$ cat config.mk
export PLATFORM = sky130hd
export DESIGN_NAME = dsp_pwrup_seq
export DESIGN_NICKNAME = d
export VERILOG_FILES = /design/src/rtl/dsp_pwrup_pkg.sv /design/src/rtl/pwrup_timer.sv /design/src/rtl/pwrup_ctrl.sv /design/src/rtl/dsp_pwrup_seq.sv
export SDC_FILE = /design/constraint.sdc
export NUM_CORES = 1
export LEC_CHECK = 0
export CAP_MARGIN = 20
export CORE_ASPECT_RATIO = 0.7
export CORE_MARGIN = 4
export CORE_UTILIZATION = 51
export CTS_CLUSTER_SIZE = 10
export DETAILED_ROUTE_END_ITERATION = 8
export GPL_TIMING_DRIVEN = 1
export PLACE_DENSITY = 0.9
export SYNTH_ARGS = -nofsm -noshare
export SYNTH_HDL_FRONTEND = slang
export SYNTH_SLANG_ARGS = --single-unit
$ cat constraint.sdc
create_clock -name clk_i -period 2.9 [get_ports clk_i]
set_clock_uncertainty 0.1 [all_clocks]
set_input_delay 0.58 -clock clk_i [delete_from_list [all_inputs] [get_ports clk_i]]
set_output_delay 0.58 -clock clk_i [all_outputs]
set_load 0.03 [all_outputs]
$ cat src/rtl/dsp_pwrup_pkg.sv
package dsp_pwrup_pkg;
  localparam int RST_W   = 3;
  localparam int PWR_W   = 23;
  localparam int N_BANKS = 3;

  // reset control bits
  localparam int RB_STOP = 0;
  localparam int RB_ARES = 1;
  localparam int RB_BUS  = 2;

  // power control bits; banks occupy [N_BANKS-1:0]
  localparam int PB_TAG   = 16;
  localparam int PB_ETB   = 17;
  localparam int PB_STBY  = 18;
  localparam int PB_SLPRT = 19;
  localparam int PB_CLAMP = 20;
  localparam int PB_HEAD  = 21;
  localparam int PB_LDOBY = 22;

  localparam logic [PWR_W-1:0] PWR_RST   = PWR_W'(1) << PB_CLAMP;
  localparam logic [PWR_W-1:0] HEAD_MASK = (PWR_W'(1) << PB_HEAD) | (PWR_W'(1) << PB_LDOBY);
  localparam logic [PWR_W-1:0] MEM_MASK  = (PWR_W'(1) << PB_TAG) | (PWR_W'(1) << PB_ETB) |
                                           (PWR_W'(1) << PB_STBY) | (PWR_W'(1) << PB_SLPRT);

  typedef enum logic [3:0] {
    ST_IDLE, ST_HEAD, ST_SETTLE, ST_MEM, ST_BANK, ST_UNCLAMP,
    ST_DEASSERT, ST_CLKON, ST_RELEASE, ST_WAIT, ST_OK, ST_FAIL
  } seq_state_e;

  typedef enum logic [1:0] {
    ERR_NONE    = 2'd0,
    ERR_TIMEOUT = 2'd1,
    ERR_STATUS  = 2'd2
  } seq_err_e;
endpackage

$ cat src/rtl/pwrup_timer.sv
module pwrup_timer #(
  parameter int CNT_MAX = 16
) (
  input  logic clk_i,
  input  logic rst_ni,
  input  logic load_i,
  input  logic en_i,
  output logic zero_o
);
  localparam int CW = $clog2(CNT_MAX + 1);
  localparam logic [CW-1:0] LOAD_V = CW'(CNT_MAX - 1);

  logic [CW-1:0] cnt_q;

  always_ff @(posedge clk_i or negedge rst_ni) begin
    if (!rst_ni)                    cnt_q <= '0;
    else if (load_i)                cnt_q <= LOAD_V;
    else if (en_i && cnt_q != '0)   cnt_q <= cnt_q - 1'b1;
  end

  assign zero_o = (cnt_q == '0);


  load_nonzero_chk: assert property (@(posedge clk_i) disable iff (!rst_ni)
    load_i |=> (cnt_q == LOAD_V));
endmodule

$ cat src/rtl/pwrup_ctrl.sv
module pwrup_ctrl
  import dsp_pwrup_pkg::*;
#(
  parameter int STAT_W = 32
) (
  input  logic              clk_i,
  input  logic              rst_ni,
  input  logic              start_i,
  input  logic [STAT_W-1:0] boot_status_i,
  input  logic              settle_zero_i,
  input  logic              tmo_zero_i,
  output logic              settle_load_o,
  output logic              settle_en_o,
  output logic              tmo_load_o,
  output logic              tmo_en_o,
  output logic [RST_W-1:0]  rst_ctl_o,
  output logic [PWR_W-1:0]  pwr_ctl_o,
  output logic              clk_en_o,
  output logic              done_o,
  output logic [1:0]        err_o
);
  localparam int BI_W = (N_BANKS > 1) ? $clog2(N_BANKS) : 1;

  seq_state_e       state_q;
  seq_err_e         err_q;
  logic [BI_W-1:0]  bank_q;
  logic [RST_W-1:0] rst_q;
  logic [PWR_W-1:0] pwr_q;
  logic             clk_q, done_q;
  logic             stat_seen, stat_good;

  assign stat_seen = (boot_status_i != '0);
  assign stat_good = (boot_status_i == STAT_W'(1));

  always_ff @(posedge clk_i or negedge rst_ni) begin
    if (!rst_ni) begin
      state_q <= ST_IDLE;
      err_q   <= ERR_NONE;
      bank_q  <= '0;
      rst_q   <= '0;
      pwr_q   <= PWR_RST;
      clk_q   <= 1'b0;
      done_q  <= 1'b0;
    end else begin
      unique case (state_q)
        ST_IDLE: if (start_i) begin
          rst_q   <= rst_q | RST_W'((1 << RB_STOP) | (1 << RB_ARES) | (1 << RB_BUS));
          state_q <= ST_HEAD;
        end
        ST_HEAD: begin
          pwr_q   <= pwr_q | HEAD_MASK;
          state_q <= ST_SETTLE;
        end
        ST_SETTLE: if (settle_zero_i) state_q <= ST_MEM;
        ST_MEM: begin
          pwr_q   <= pwr_q | MEM_MASK;
          bank_q  <= BI_W'(N_BANKS - 1);
          state_q <= ST_BANK;
        end
        ST_BANK: begin
          // highest bank first, one per write
          pwr_q[bank_q] <= 1'b1;
          if (bank_q == '0) state_q <= ST_UNCLAMP;
          else              bank_q  <= bank_q - 1'b1;
        end
        ST_UNCLAMP: begin
          pwr_q[PB_CLAMP] <= 1'b0;
          state_q         <= ST_DEASSERT;
        end
        ST_DEASSERT: begin
          rst_q[RB_ARES] <= 1'b0;
          state_q        <= ST_CLKON;
        end
        ST_CLKON: begin
          clk_q   <= 1'b1;
          state_q <= ST_RELEASE;
        end
        ST_RELEASE: begin
          rst_q[RB_STOP] <= 1'b0;
          state_q        <= ST_WAIT;
        end
        ST_WAIT: begin
          // a status arriving on the last window cycle wins over the timeout
          if (stat_seen) begin
            done_q  <= 1'b1;
            err_q   <= stat_good ? ERR_NONE : ERR_STATUS;
            state_q <= stat_good ? ST_OK : ST_FAIL;
          end else if (tmo_zero_i) begin
            done_q  <= 1'b1;
            err_q   <= ERR_TIMEOUT;
            state_q <= ST_FAIL;
          end
        end
        ST_OK, ST_FAIL: ;
        default: state_q <= ST_IDLE;
      endcase
    end
  end

  assign settle_load_o = (state_q == ST_HEAD);
  assign settle_en_o   = (state_q == ST_SETTLE);
  assign tmo_load_o    = (state_q == ST_RELEASE);
  assign tmo_en_o      = (state_q == ST_WAIT);
  assign rst_ctl_o     = rst_q;
  assign pwr_ctl_o     = pwr_q;
  assign clk_en_o      = clk_q;
  assign done_o        = done_q;
  assign err_o         = err_q;


  one_write_chk: assert property (@(posedge clk_i) disable iff (!rst_ni)
    $onehot0({!$stable(rst_q), !$stable(pwr_q), !$stable(clk_q)}));


  settle_done_chk: assert property (@(posedge clk_i) disable iff (!rst_ni)
    $rose(pwr_q[PB_TAG]) |-> $past(settle_zero_i));


  for (genvar b = 0; b < N_BANKS - 1; b++) begin : g_bank_chk
    bank_order_chk: assert property (@(posedge clk_i) disable iff (!rst_ni)
      $rose(pwr_q[b]) |-> pwr_q[b+1]);
  end


  clamp_late_chk: assert property (@(posedge clk_i) disable iff (!rst_ni)
    $fell(pwr_q[PB_CLAMP]) |-> (&pwr_q[N_BANKS-1:0]) && ((pwr_q & MEM_MASK) == MEM_MASK));


  clk_after_ares_chk: assert property (@(posedge clk_i) disable iff (!rst_ni)
    $rose(clk_q) |-> !rst_q[RB_ARES] && !pwr_q[PB_CLAMP]);


  ok_status_chk: assert property (@(posedge clk_i) disable iff (!rst_ni)
    ($rose(done_q) && err_q == ERR_NONE) |-> $past(stat_good));


  err_done_chk: assert property (@(posedge clk_i) disable iff (!rst_ni)
    (err_q != ERR_NONE) |-> done_q);


  done_hold_chk: assert property (@(posedge clk_i) disable iff (!rst_ni)
    done_q |=> done_q && $stable(rst_q) && $stable(pwr_q) && $stable(clk_q));
endmodule

$ cat src/rtl/dsp_pwrup_seq.sv
module dsp_pwrup_seq
  import dsp_pwrup_pkg::*;
#(
  parameter int SETTLE_CYC  = 200,
  parameter int TIMEOUT_CYC = 200_000_000,
  parameter int STAT_W      = 32
) (
  input  logic              clk_i,
  input  logic              rst_ni,
  input  logic              start_i,
  input  logic [STAT_W-1:0] boot_status_i,
  output logic [RST_W-1:0]  rst_ctl_o,
  output logic [PWR_W-1:0]  pwr_ctl_o,
  output logic              clk_en_o,
  output logic              done_o,
  output logic [1:0]        err_o
);
  logic settle_load, settle_en, settle_zero;
  logic tmo_load, tmo_en, tmo_zero;

  pwrup_timer #(.CNT_MAX(SETTLE_CYC)) u_settle (
    .clk_i  (clk_i),
    .rst_ni (rst_ni),
    .load_i (settle_load),
    .en_i   (settle_en),
    .zero_o (settle_zero)
  );

  pwrup_timer #(.CNT_MAX(TIMEOUT_CYC)) u_tmo (
    .clk_i  (clk_i),
    .rst_ni (rst_ni),
    .load_i (tmo_load),
    .en_i   (tmo_en),
    .zero_o (tmo_zero)
  );

  pwrup_ctrl #(.STAT_W(STAT_W)) u_ctrl (
    .clk_i         (clk_i),
    .rst_ni        (rst_ni),
    .start_i       (start_i),
    .boot_status_i (boot_status_i),
    .settle_zero_i (settle_zero),
    .tmo_zero_i    (tmo_zero),
    .settle_load_o (settle_load),
    .settle_en_o   (settle_en),
    .tmo_load_o    (tmo_load),
    .tmo_en_o      (tmo_en),
    .rst_ctl_o     (rst_ctl_o),
    .pwr_ctl_o     (pwr_ctl_o),
    .clk_en_o      (clk_en_o),
    .done_o        (done_o),
    .err_o         (err_o)
  );
endmodule

==> impl_metrics.toml <==
[timing]
slew_violations = 0
finalCritPeriodShare_pct = 89.01
rsz0062_at_grt = "false"
min_period_ps = 2581
timing.fmax_mhz = 387.4
tightest_slew_ps = 701.3
final.setup.tns_ps = 0
setup_violations = 0
final.setup.worst_slack_ps = 318.7
relSlewSlack_pct = 53.25
hold_viol = 0

[min_path]
hold_class = "primary input to async pin"

[global_routing]
grt_pass1_vias = 2498
met3_usage_pct = 3.725
grt_antenna_before_repair = 0
busiest_layer = "met2"
grt_pass1_wl_mm = 11.36
grt_max_degree = 57
grt_use_met2_pct = 30.12
grt_usage_pct = 19.24
gr-usage-met1_pct = 27.45
grt-ovfl-total = 0

[clock_tree]
root_buffer = "clkbuf_8"
numCtsBuffers = 5
cts_max_path_buffers = 2
clk_latency_ps = 320
cts.sinks = 56
cts-htree-levels = 2
cts_tree = "yes"
cts_hold_buf = 0
cts_setup_buffers = 0
cts_resized = 0
clkSlewWorstSetupHoldPaths_ps = 110

[cells_and_area]
syn2layout_area_growth_pct = 20.08
n_antenna_cell = 0
nets = 411
fin_util_pct = 63.90
drive_gt1_share_pct = 7.046
finalNonFillerCells = 444
fillers = 462

[pwr]
combPwrFrac_pct = 6.6
p_leak_nw = 1.682
switching_share_pct = 23.79
power.ir.vdd_worst_v = 0.0001719
p_clk_share_pct = 33.6
p_sw_uw = 310.1
power.internal_uw = 993.4
seqPwrFrac_pct = 59.9
power_density_nw_per_um2 = 352.7
power_mw = 1.304

[placed_design]
port_buffers = 52
dpl.hpwl_mm = 5.035
dp.cells = 436
place_ws_ps = 291.5
routabilityCongestion = 0.8632

[drt]
drcViolationCount = 0
drtIter0Drc = 236
wirelength_mm = 6.747
routedWlPerCell_um = 15.20
num_vias = 2612
ant_nets = 0
firstDrtPassIters = 5
vias_per_cell = 5.883

[yosys]
ys_warn_count = 0
postSynthAreaPerCell_um2 = 9.679
syn_inst = 318
yosysSeqAreaShare_pct = 45.57
ys_types = 55
yosys.area.top_type = "dfrtp_1"
synthFlopType = "dfrtp_1"
synth_area_um2 = 3078
async_flop_share_pct = 100.0
synth_area_leaders = "dfrtp_1 45%, buf_4 3.9%, nor2_1 3.4%, ha_1 3.3%, nand2_1 3.2%"
synth_enable_flop_cells = 0
synth_top_area_share_pct = 44.72
synth_seq_cells = 56

[setup_path]
critPathRequiredTime_ps = 2970
critPathLaunchType = "flop"
crit_path_end_kind = "flop"
rrSetupSlack_ps = 320
crit_type = "flop to flop"
crit_fanout = 7
timing.rr.start = "u_tmo.cnt_q[14]"
cp_data_arrival_time_ps = 2650
startpoint = "u_tmo.cnt_q[14]"

[die]
num_rows = 23
die_w_um = 100.9
start_util_pct = 53.21
placeableCoreArea_um2 = 5784
dieHeight_um = 73.00
die-area_um2 = 7362
ioPinCount = 65

[flow_run]
drv_cap = 0

[outcome]
status = "finished clean"
-- state kept, by name (all words and copies together), names as in the netlist --
name and flops:
u_tmo.cnt_q 28, u_settle.cnt_q 8, u_ctrl.pwr_ctl_o 7, u_ctrl.state_q 4, u_ctrl.rst_ctl_o 3, u_ctrl.bank_q 2
u_ctrl.err_o 2, u_ctrl.clk_en_o 1, u_ctrl.done_o 1
-- cells by family after synthesis --
logic type / after synthesis / synth area share [%]
and+or+nand+nor: 133 / 23.62
AOI/OAI and AO/OA: 62 / 14.23
DFF: 56 / 45.57
buffers and inverters: 37 / 6.992
xor gates and xnor gates: 15 / 4.268
adders and majority gates: 8 / 3.252
muxes: 6 / 1.951
other: 1 / 0.1218
-- final timing paths --
| path | endpoint | depth (start not counted) |
|---|---|---|
| max in group asynchronous | u_tmo.cnt_q[22] | 2 |
| hold / removal | u_ctrl.state_q[3] | 2 |
| setup reg to reg | u_tmo.cnt_q[25] | 6 |
| hold reg to reg | u_ctrl.pwr_ctl_o[20] | 1 |
| setup / recovery | u_tmo.cnt_q[25] | 6 |
| min in group clk_i | u_ctrl.pwr_ctl_o[20] | 1 |
-- stage by stage --
| step | hold slack, ps | area [um^2] |
|---|---|---|
| 2_1_floorplan | 184.4 | 3119 |
| 3_3_place_gp | 339.0 | 3603 |
| 3_5_place_dp | 348.4 | 3603 |
| 4_1_cts | 310.4 | 3696 |
| 5_1_grt | 353.6 | 3696 |
| 6_report | 287.2 | 3696 |
-- power groups by stage --
stage               sequential [mW]  combinational [mW]  clock, mW
floorplan                     0.796              0.0351          0
finish                        0.780              0.0855      0.438
global placement              0.796              0.0852          0
detailed placement            0.796              0.0870          0
global route                  0.781              0.0922      0.481
CTS                           0.780              0.0869      0.450
-- synthesized netlist by cell type (8+ instances only) --
master and n:
a21oi_1 11, nor3_1 16, or3_1 12, o21ai_0 9
buf_4 16, nand2_1 26, dfrtp_1 55, ha_1 8
nor2_1 28, xor2_1 8, nand3_1 9, nor4_1 11
inv_1 10
-- cell usage in the layout, fill, tap and decap left out, types with 10 or more instances in the layout --
| master | instances |
|---|---|
| nor4_1 | 11 |
| or3_1 | 12 |
| a21oi_1 | 11 |
| conb_1 | 12 |
| dfrtp_1 | 55 |
| nor2_1 | 28 |
| nor3_1 | 16 |
| nand2_1 | 26 |
| inv_1 | 10 |
| clkdlybuf4s50_1 | 51 |
-- layer usage --
layer | part of all wire (%) | up-vias
li1 | - | 1247
met1 | 47 | 1248
met2 | 45 | 110
met3 | 6.5 | 7
met4 | 1.0 | 0
met5 | 0 | -
-- area by class of cell --
| cell class | instances | area (um^2) | share of cell area (%) |
|---|---|---|---|
| Tap cell | 75 | 93.84 | 2.539 |
| Clock buffer | 5 | 68.82 | 1.862 |
| Multi-Input combinational cell | 236 | 1501 | 40.62 |
| Inverter | 10 | 37.54 | 1.016 |
| Clock inverter | 3 | 23.77 | 0.6432 |
| Timing Repair Buffer | 59 | 568.0 | 15.37 |
| Sequential cell | 56 | 1403 | 37.95 |
-- worst max-delay path, cell delays in order (launching register included) --
cell,delay [ps]
dfrtp_1,440
nor4_1,540
nand4_1,310
buf_4,250
o211ai_1,490
or4_2,230
nand3_1,80
Note: power is estimated with default switching activity, not from simulation.
